## config.mk

```make
export PLATFORM = sky130hd
export DESIGN_NAME = serial_pcm_rx
export DESIGN_NICKNAME = d
export VERILOG_FILES = /design/src/rtl/pcm_rx_pkg.sv /design/src/rtl/pcm_rx_sync.sv /design/src/rtl/pcm_rx_edge.sv /design/src/rtl/pcm_rx_shift.sv /design/src/rtl/serial_pcm_rx.sv
export SDC_FILE = /design/constraint.sdc
export NUM_CORES = 1
export LEC_CHECK = 0
export ABC_CLOCK_PERIOD_IN_PS = 1800
export BUFFER_PORTS_ARGS = -buffer_cell sky130_fd_sc_hd__buf_2
export CAP_MARGIN = 10
export CORE_UTILIZATION = 32
export DETAILED_ROUTE_END_ITERATION = 12
export GPL_ROUTABILITY_DRIVEN = 0
export HOLD_SLACK_MARGIN = 0.03
export SYNTH_ARGS = -nofsm -noshare
export SYNTH_HDL_FRONTEND = slang
export SYNTH_HIERARCHICAL = 1
export SYNTH_SLANG_ARGS = --single-unit
```

## constraint.sdc

```tcl
create_clock -name clk -period 1.8 [get_ports clk]
set_input_delay 0.18 -clock clk [delete_from_list [all_inputs] [get_ports clk]]
set_output_delay 0.18 -clock clk [all_outputs]
set_load 0.01 [all_outputs]
```

## src/rtl/pcm_rx_pkg.sv

```systemverilog
package pcm_rx_pkg;
    localparam int unsigned DEF_WORD_W      = 16;
    localparam int unsigned DEF_SYNC_STAGES = 2;
    localparam int unsigned LANES           = 3;   // bit clock, word clock, data
    localparam int unsigned LANE_BCLK       = 0;
    localparam int unsigned LANE_WCLK       = 1;
    localparam int unsigned LANE_DATA       = 2;
endpackage

```

## src/rtl/pcm_rx_sync.sv

```systemverilog
module pcm_rx_sync #(
    parameter int unsigned WIDTH  = 3,
    parameter int unsigned STAGES = 2
) (
    input  logic             clk,
    input  logic             rst_n,
    input  logic [WIDTH-1:0] async_i,
    output logic [WIDTH-1:0] sync_o
);
    typedef struct packed {
        logic [STAGES-1:0][WIDTH-1:0] chain;
    } sync_st_t;

    sync_st_t st_d, st_q;

    always_comb begin
        st_d = st_q;
        st_d.chain[0] = async_i;
        for (int s = 1; s < int'(STAGES); s++) begin
            st_d.chain[s] = st_q.chain[s-1];
        end
    end

    always_ff @(posedge clk) begin
        if (!rst_n) st_q <= '0;
        else        st_q <= st_d;
    end

    assign sync_o = st_q.chain[STAGES-1];
endmodule

```

## src/rtl/pcm_rx_edge.sv

```systemverilog
module pcm_rx_edge (
    input  logic clk,
    input  logic rst_n,
    input  logic bclk_s,
    input  logic wclk_s,
    output logic bit_fall,
    output logic word_edge
);
    typedef struct packed {
        logic bclk_prev;
        logic wclk_prev;
    } edge_st_t;

    edge_st_t st_d, st_q;

    always_comb begin
        st_d.bclk_prev = bclk_s;
        st_d.wclk_prev = wclk_s;
        bit_fall       = st_q.bclk_prev & ~bclk_s;
        word_edge      = st_q.wclk_prev ^ wclk_s;
    end

    always_ff @(posedge clk) begin
        if (!rst_n) st_q <= '0;
        else        st_q <= st_d;
    end

    // A falling edge needs a high level one cycle earlier
    AST_FALL_FROM_HIGH: assert property (@(posedge clk) disable iff (!rst_n)
        bit_fall |-> ($past(bclk_s) && !bclk_s));
endmodule

```

## src/rtl/pcm_rx_shift.sv

```systemverilog
module pcm_rx_shift #(
    parameter int unsigned WORD_W = 16
) (
    input  logic              clk,
    input  logic              rst_n,
    input  logic              bit_fall,
    input  logic              data_s,
    input  logic              word_edge,
    output logic [WORD_W-1:0] word_nx,
    output logic              word_full
);
    localparam int unsigned CNT_W = $clog2(WORD_W + 1);
    localparam logic [CNT_W-1:0] CNT_MAX = CNT_W'(WORD_W);

    typedef struct packed {
        logic [WORD_W-1:0] word;
        logic [CNT_W-1:0]  cnt;
    } shift_st_t;

    shift_st_t st_d, st_q;
    logic [CNT_W-1:0] cnt_nx;

    always_comb begin
        // a bit arriving with the word edge still belongs to the closing word
        word_nx = bit_fall ? {st_q.word[WORD_W-2:0], data_s} : st_q.word;
        cnt_nx  = (bit_fall && st_q.cnt != CNT_MAX) ? st_q.cnt + 1'b1 : st_q.cnt;
        word_full = (cnt_nx == CNT_MAX);
        st_d.word = word_nx;
        st_d.cnt  = word_edge ? '0 : cnt_nx;
    end

    always_ff @(posedge clk) begin
        if (!rst_n) st_q <= '0;
        else        st_q <= st_d;
    end

    AST_CNT_BOUND: assert property (@(posedge clk) disable iff (!rst_n)
        st_q.cnt <= CNT_MAX);
    AST_CNT_CLEAR: assert property (@(posedge clk) disable iff (!rst_n)
        word_edge |=> (st_q.cnt == '0));
endmodule

```

## src/rtl/serial_pcm_rx.sv

```systemverilog
module serial_pcm_rx
    import pcm_rx_pkg::*;
#(
    parameter int unsigned WORD_W      = DEF_WORD_W,
    parameter int unsigned SYNC_STAGES = DEF_SYNC_STAGES
) (
    input  logic              clk,
    input  logic              rst_n,
    input  logic              bclk_i,
    input  logic              wclk_i,
    input  logic              sdata_i,
    output logic [WORD_W-1:0] smp_o,
    output logic              smp_right_o,
    output logic              smp_valid_o
);
    logic [LANES-1:0] lanes_async, lanes_s;
    logic bit_fall, word_edge, word_full;
    logic [WORD_W-1:0] word_nx;

    typedef struct packed {
        logic [WORD_W-1:0] smp;
        logic              right;
        logic              valid;
    } out_st_t;

    out_st_t st_d, st_q;

    always_comb begin
        lanes_async = '0;
        lanes_async[LANE_BCLK] = bclk_i;
        lanes_async[LANE_WCLK] = wclk_i;
        lanes_async[LANE_DATA] = sdata_i;
    end

    pcm_rx_sync #(.WIDTH(LANES), .STAGES(SYNC_STAGES)) u_sync (
        .clk(clk), .rst_n(rst_n), .async_i(lanes_async), .sync_o(lanes_s)
    );

    pcm_rx_edge u_edge (
        .clk(clk), .rst_n(rst_n),
        .bclk_s(lanes_s[LANE_BCLK]), .wclk_s(lanes_s[LANE_WCLK]),
        .bit_fall(bit_fall), .word_edge(word_edge)
    );

    pcm_rx_shift #(.WORD_W(WORD_W)) u_shift (
        .clk(clk), .rst_n(rst_n),
        .bit_fall(bit_fall), .data_s(lanes_s[LANE_DATA]),
        .word_edge(word_edge), .word_nx(word_nx), .word_full(word_full)
    );

    always_comb begin
        st_d       = st_q;
        st_d.valid = 1'b0;
        if (word_edge && word_full) begin
            st_d.smp   = word_nx;
            // word clock now high means the low (right) half just ended
            st_d.right = lanes_s[LANE_WCLK];
            st_d.valid = 1'b1;
        end
    end

    always_ff @(posedge clk) begin
        if (!rst_n) st_q <= '0;
        else        st_q <= st_d;
    end

    assign smp_o       = st_q.smp;
    assign smp_right_o = st_q.right;
    assign smp_valid_o = st_q.valid;

    AST_STROBE_ON_EDGE: assert property (@(posedge clk) disable iff (!rst_n)
        smp_valid_o |-> $past(word_edge));
    AST_STROBE_NEEDS_WORD: assert property (@(posedge clk) disable iff (!rst_n)
        smp_valid_o |-> $past(word_full));
    AST_CHANNEL_TAG: assert property (@(posedge clk) disable iff (!rst_n)
        smp_valid_o |-> (smp_right_o == $past(lanes_s[LANE_WCLK])));
    AST_HOLD_BETWEEN: assert property (@(posedge clk) disable iff (!rst_n)
        !smp_valid_o |-> ($stable(smp_o) && $stable(smp_right_o)));
    AST_RESET_CLEAR: assert property (@(posedge clk)
        !rst_n |=> (smp_o == '0 && !smp_valid_o));
endmodule

```

==> impl_metrics.env <==
export IMPL_status="finished with violations"
export IMPL_violations="negative setup slack"
export IMPL_grt_remaining_overflow=0
export IMPL_drive_gt1_share_pct=40.9
export IMPL_synth_area_um2=1900
export IMPL_syn_avg_cell_area_um2=10.3
export IMPL_syn_inst=185
export IMPL_die_h_um=79.1
export IMPL_yosys_top_cells_count="dfxtp_1, and2_1, nand2_1"
export IMPL_power_mw=1.74
export IMPL_cts_buffers=5
export IMPL_cpMaxStageDelayCell="a2111oi_4"
export IMPL_postLayoutCellArea_um2=2330
export IMPL_cp_start_kind="flop"
export IMPL_path_class="flop to flop"
export IMPL_row_count=27
export IMPL_power_density_nw_per_um2=747
export IMPL_crit_buf_inv=3
export IMPL_clock_sinks=47
export IMPL_use_met3_pct=3.22
export IMPL_fp_dieW_um=79.1
export IMPL_use_met2_pct=20.7
export IMPL_critPathTopFamily="compound AO/OA/AOI/OAI gates"
export IMPL_tns_ns=-0.869
export IMPL_wl_mm=3.61
export IMPL_min_period_over_period_pct=105
export IMPL_syn2layout_area_growth_pct=22.5
export IMPL_syn_nets=192
export IMPL_clock_latency_ns=0.29
export IMPL_yosysMostFrequentCell="dfxtp_1"
export IMPL_hp_class="primary input to flop"
export IMPL_portBuffers=22
export IMPL_maxCapViolations=0
export IMPL_drtPass1Iterations=4
export IMPL_grt_max_degree=32
export IMPL_placed_area_um2=2160
export IMPL_postRouteAntennaNets=0
export IMPL_ir_drop_uv=491
export IMPL_synth_area_leaders="dfxtp_1, mux2_2, and2_1, nand4_1, o21ai_2"
export IMPL_leakagePower_nw=0.984
export IMPL_rsz0062_at_grt="true"
export IMPL_root_buffer="clkbuf_8"
export IMPL_cts_path_max_buffers=2
export IMPL_yosys_cell_types_count=28
export IMPL_grtUsageTotal_pct=12.3
export IMPL_clk_pin_slew_ns=0.08
export IMPL_yosysTopAreaCell="dfxtp_1"
export IMPL_slew_violations=0
export IMPL_slew_headroom_pct=72.9
export IMPL_yosysWarningCount=6
export IMPL_dpl_hpwl_mm=2.29
export IMPL_n_antenna_cell=0
export IMPL_synthFlopType="dfxtp_1"
export IMPL_fmax_mhz=531
export IMPL_met1_usage_pct=14.3
export IMPL_dieArea_um2=6250
export IMPL_worst_slack_ns=-0.0847
export IMPL_async_reset_ff_share_pct=0
export IMPL_cts_tree="built"
export IMPL_cts_max_level=2
export IMPL_n_fill_cell=602
export IMPL_vias_per_cell=4.66
export IMPL_critPathArrivalTime_ns=2.11
export IMPL_worstPathMaxFanout=5
export IMPL_min_period_ns=1.88
export IMPL_hold_viol=0
export IMPL_max_stage_delay_ns=0.40
export IMPL_synth_edf_count=0
export IMPL_wl_per_cell_um=12.4
export IMPL_dp_worst_setup_slack_ns=-0.0524
export IMPL_vias=1362
export IMPL_skew_ns=0.00426
export IMPL_cp_required_ns=2.03
export IMPL_seq_area_frac_synth_pct=49.5
export IMPL_grt_busiest_layer="met2"
export IMPL_post_route_util_pct=41.5
export IMPL_grt_pass1_wl_mm=5.97
export IMPL_io_pins=23
export IMPL_crit_path_frequent_cell="buf_4"
export IMPL_crit_chain="inv_4 > ha_4 > nor2_2 > o21bai_1 > a21oi_2 > a2111oi_4 > buf_4 > buf_4 > nand4_1 > o21ai_2"
export IMPL_cts_hold_buf=0
export IMPL_drt_iter0_drc=24
export IMPL_finalSetupViolCount=18
export IMPL_first_global_vias=1314
export IMPL_nNetsFinal=227
export IMPL_antenna_found_initial=0
export IMPL_ys_seq_elements=47
export IMPL_drc_errors=0
export IMPL_coreArea_um2=5610
export IMPL_synth_top_area_share_pct=49.5
export IMPL_end_kind="flop"
export IMPL_worst_slew_pin_transition_ns=0.405
export IMPL_start_util_pct=33.9
==> metal layers <==
| metal | vias to the layer above | routed length [um] |
|---|---|---|
| met1 | 640 | 1650 |
| met5 | - | 0 |
| met3 | 7 | 81 |
| met4 | 0 | 78 |
| met2 | 17 | 1810 |
| li1 | 698 | - |
==> flip-flops by register name, summed over array words and instances, names as in the netlist <==
signal         cells
smp_valid_o        1
u_sync/st_d        3
u_edge/st_q        2
smp_o             16
u_shift/st_q      21
u_sync/sync_o      3
smp_right_o        1
==> report_power, final <==
part           internal, mW  switching, mW  leakage [nW]
Sequential             1.05        0.00357         0.381
Clock                 0.301          0.321        0.0470
Combinational        0.0272         0.0421         0.555
Total                  1.37          0.366         0.984
==> path summary, 6_finish.rpt <==
kind | startpoint | to | slack [ns] | cells after the start
min | bclk_i | u_sync/st_d[3] | 0.09 | 2
max | u_shift/st_q[1] | smp_o[12] | -0.08 | 10
min reg2reg | u_sync/st_d[4] | u_sync/sync_o[1] | 0.43 | 1
max reg2reg | u_shift/st_q[1] | smp_o[12] | -0.08 | 10
==> kinds of logic (layout without fill, tap and decap cells) <==
logic type / count (synthesis) / in the layout / synth area share [%]
flops: 47 / 47 / 49.5
mux: 18 / 18 / 10.5
buf+inv: 16 / 50 / 5.40
simple gates: 76 / 77 / 22.4
fa+ha+maj: 2 / 2 / 1.32
xor+xnor: 4 / 4 / 1.84
compound gates: 22 / 22 / 9.02
==> what timing repair did <==
action | CTS | global route
gates cloned | 1 | 1
resized for setup | 6 | 13
pin swaps | 1 | 11
setup endpoints to repair | 17 | 18
setup buffers | 2 | 2
==> worst reg2reg max path, cell delays in order, from the launching register on <==
cell       delay (ns)
dfxtp_4          0.37
inv_4            0.06
ha_4             0.14
nor2_2           0.04
o21bai_1         0.19
a21oi_2          0.10
a2111oi_4        0.40
buf_4            0.18
buf_4            0.13
nand4_1          0.14
o21ai_2          0.08
==> stage by stage <==
| stage | hold slack [ns] | instances |
|---|---|---|
| 2_1_floorplan | 0.302 | 185 |
| 3_3_place_gp | 0.387 | 279 |
| 3_5_place_dp | 0.391 | 279 |
| 4_1_cts | 0.0853 | 289 |
| 5_1_grt | 0.0854 | 292 |
| 6_report | 0.0908 | 292 |
==> placed cells by master, fill, tap and decap left out, types with 2 or more instances in the layout <==
| cell | count |
|---|---|
| o21ai_2 | 10 |
| nor2_1 | 6 |
| clkbuf_8 | 6 |
| mux2_2 | 16 |
| and2_4 | 2 |
| buf_2 | 22 |
| o21ai_1 | 7 |
| dfxtp_1 | 45 |
| nand2_1 | 19 |
| buf_4 | 14 |
| buf_6 | 2 |
| buf_12 | 2 |
| and2_1 | 23 |
| xnor2_1 | 3 |
| nand4_1 | 19 |
==> area by class of cell <==
cell class / count / area, um^2 / share of cell area, %
Sequential cell: 47 / 946 / 40.6
Multi-Input combinational cell: 123 / 913 / 39.2
Timing Repair Buffer: 40 / 278 / 11.9
Tap cell: 72 / 90.1 / 3.87
Clock buffer: 6 / 82.6 / 3.55
Inverter: 3 / 13.8 / 0.591
Clock inverter: 1 / 5.00 / 0.215
Note: power is estimated with default switching activity, not from simulation.
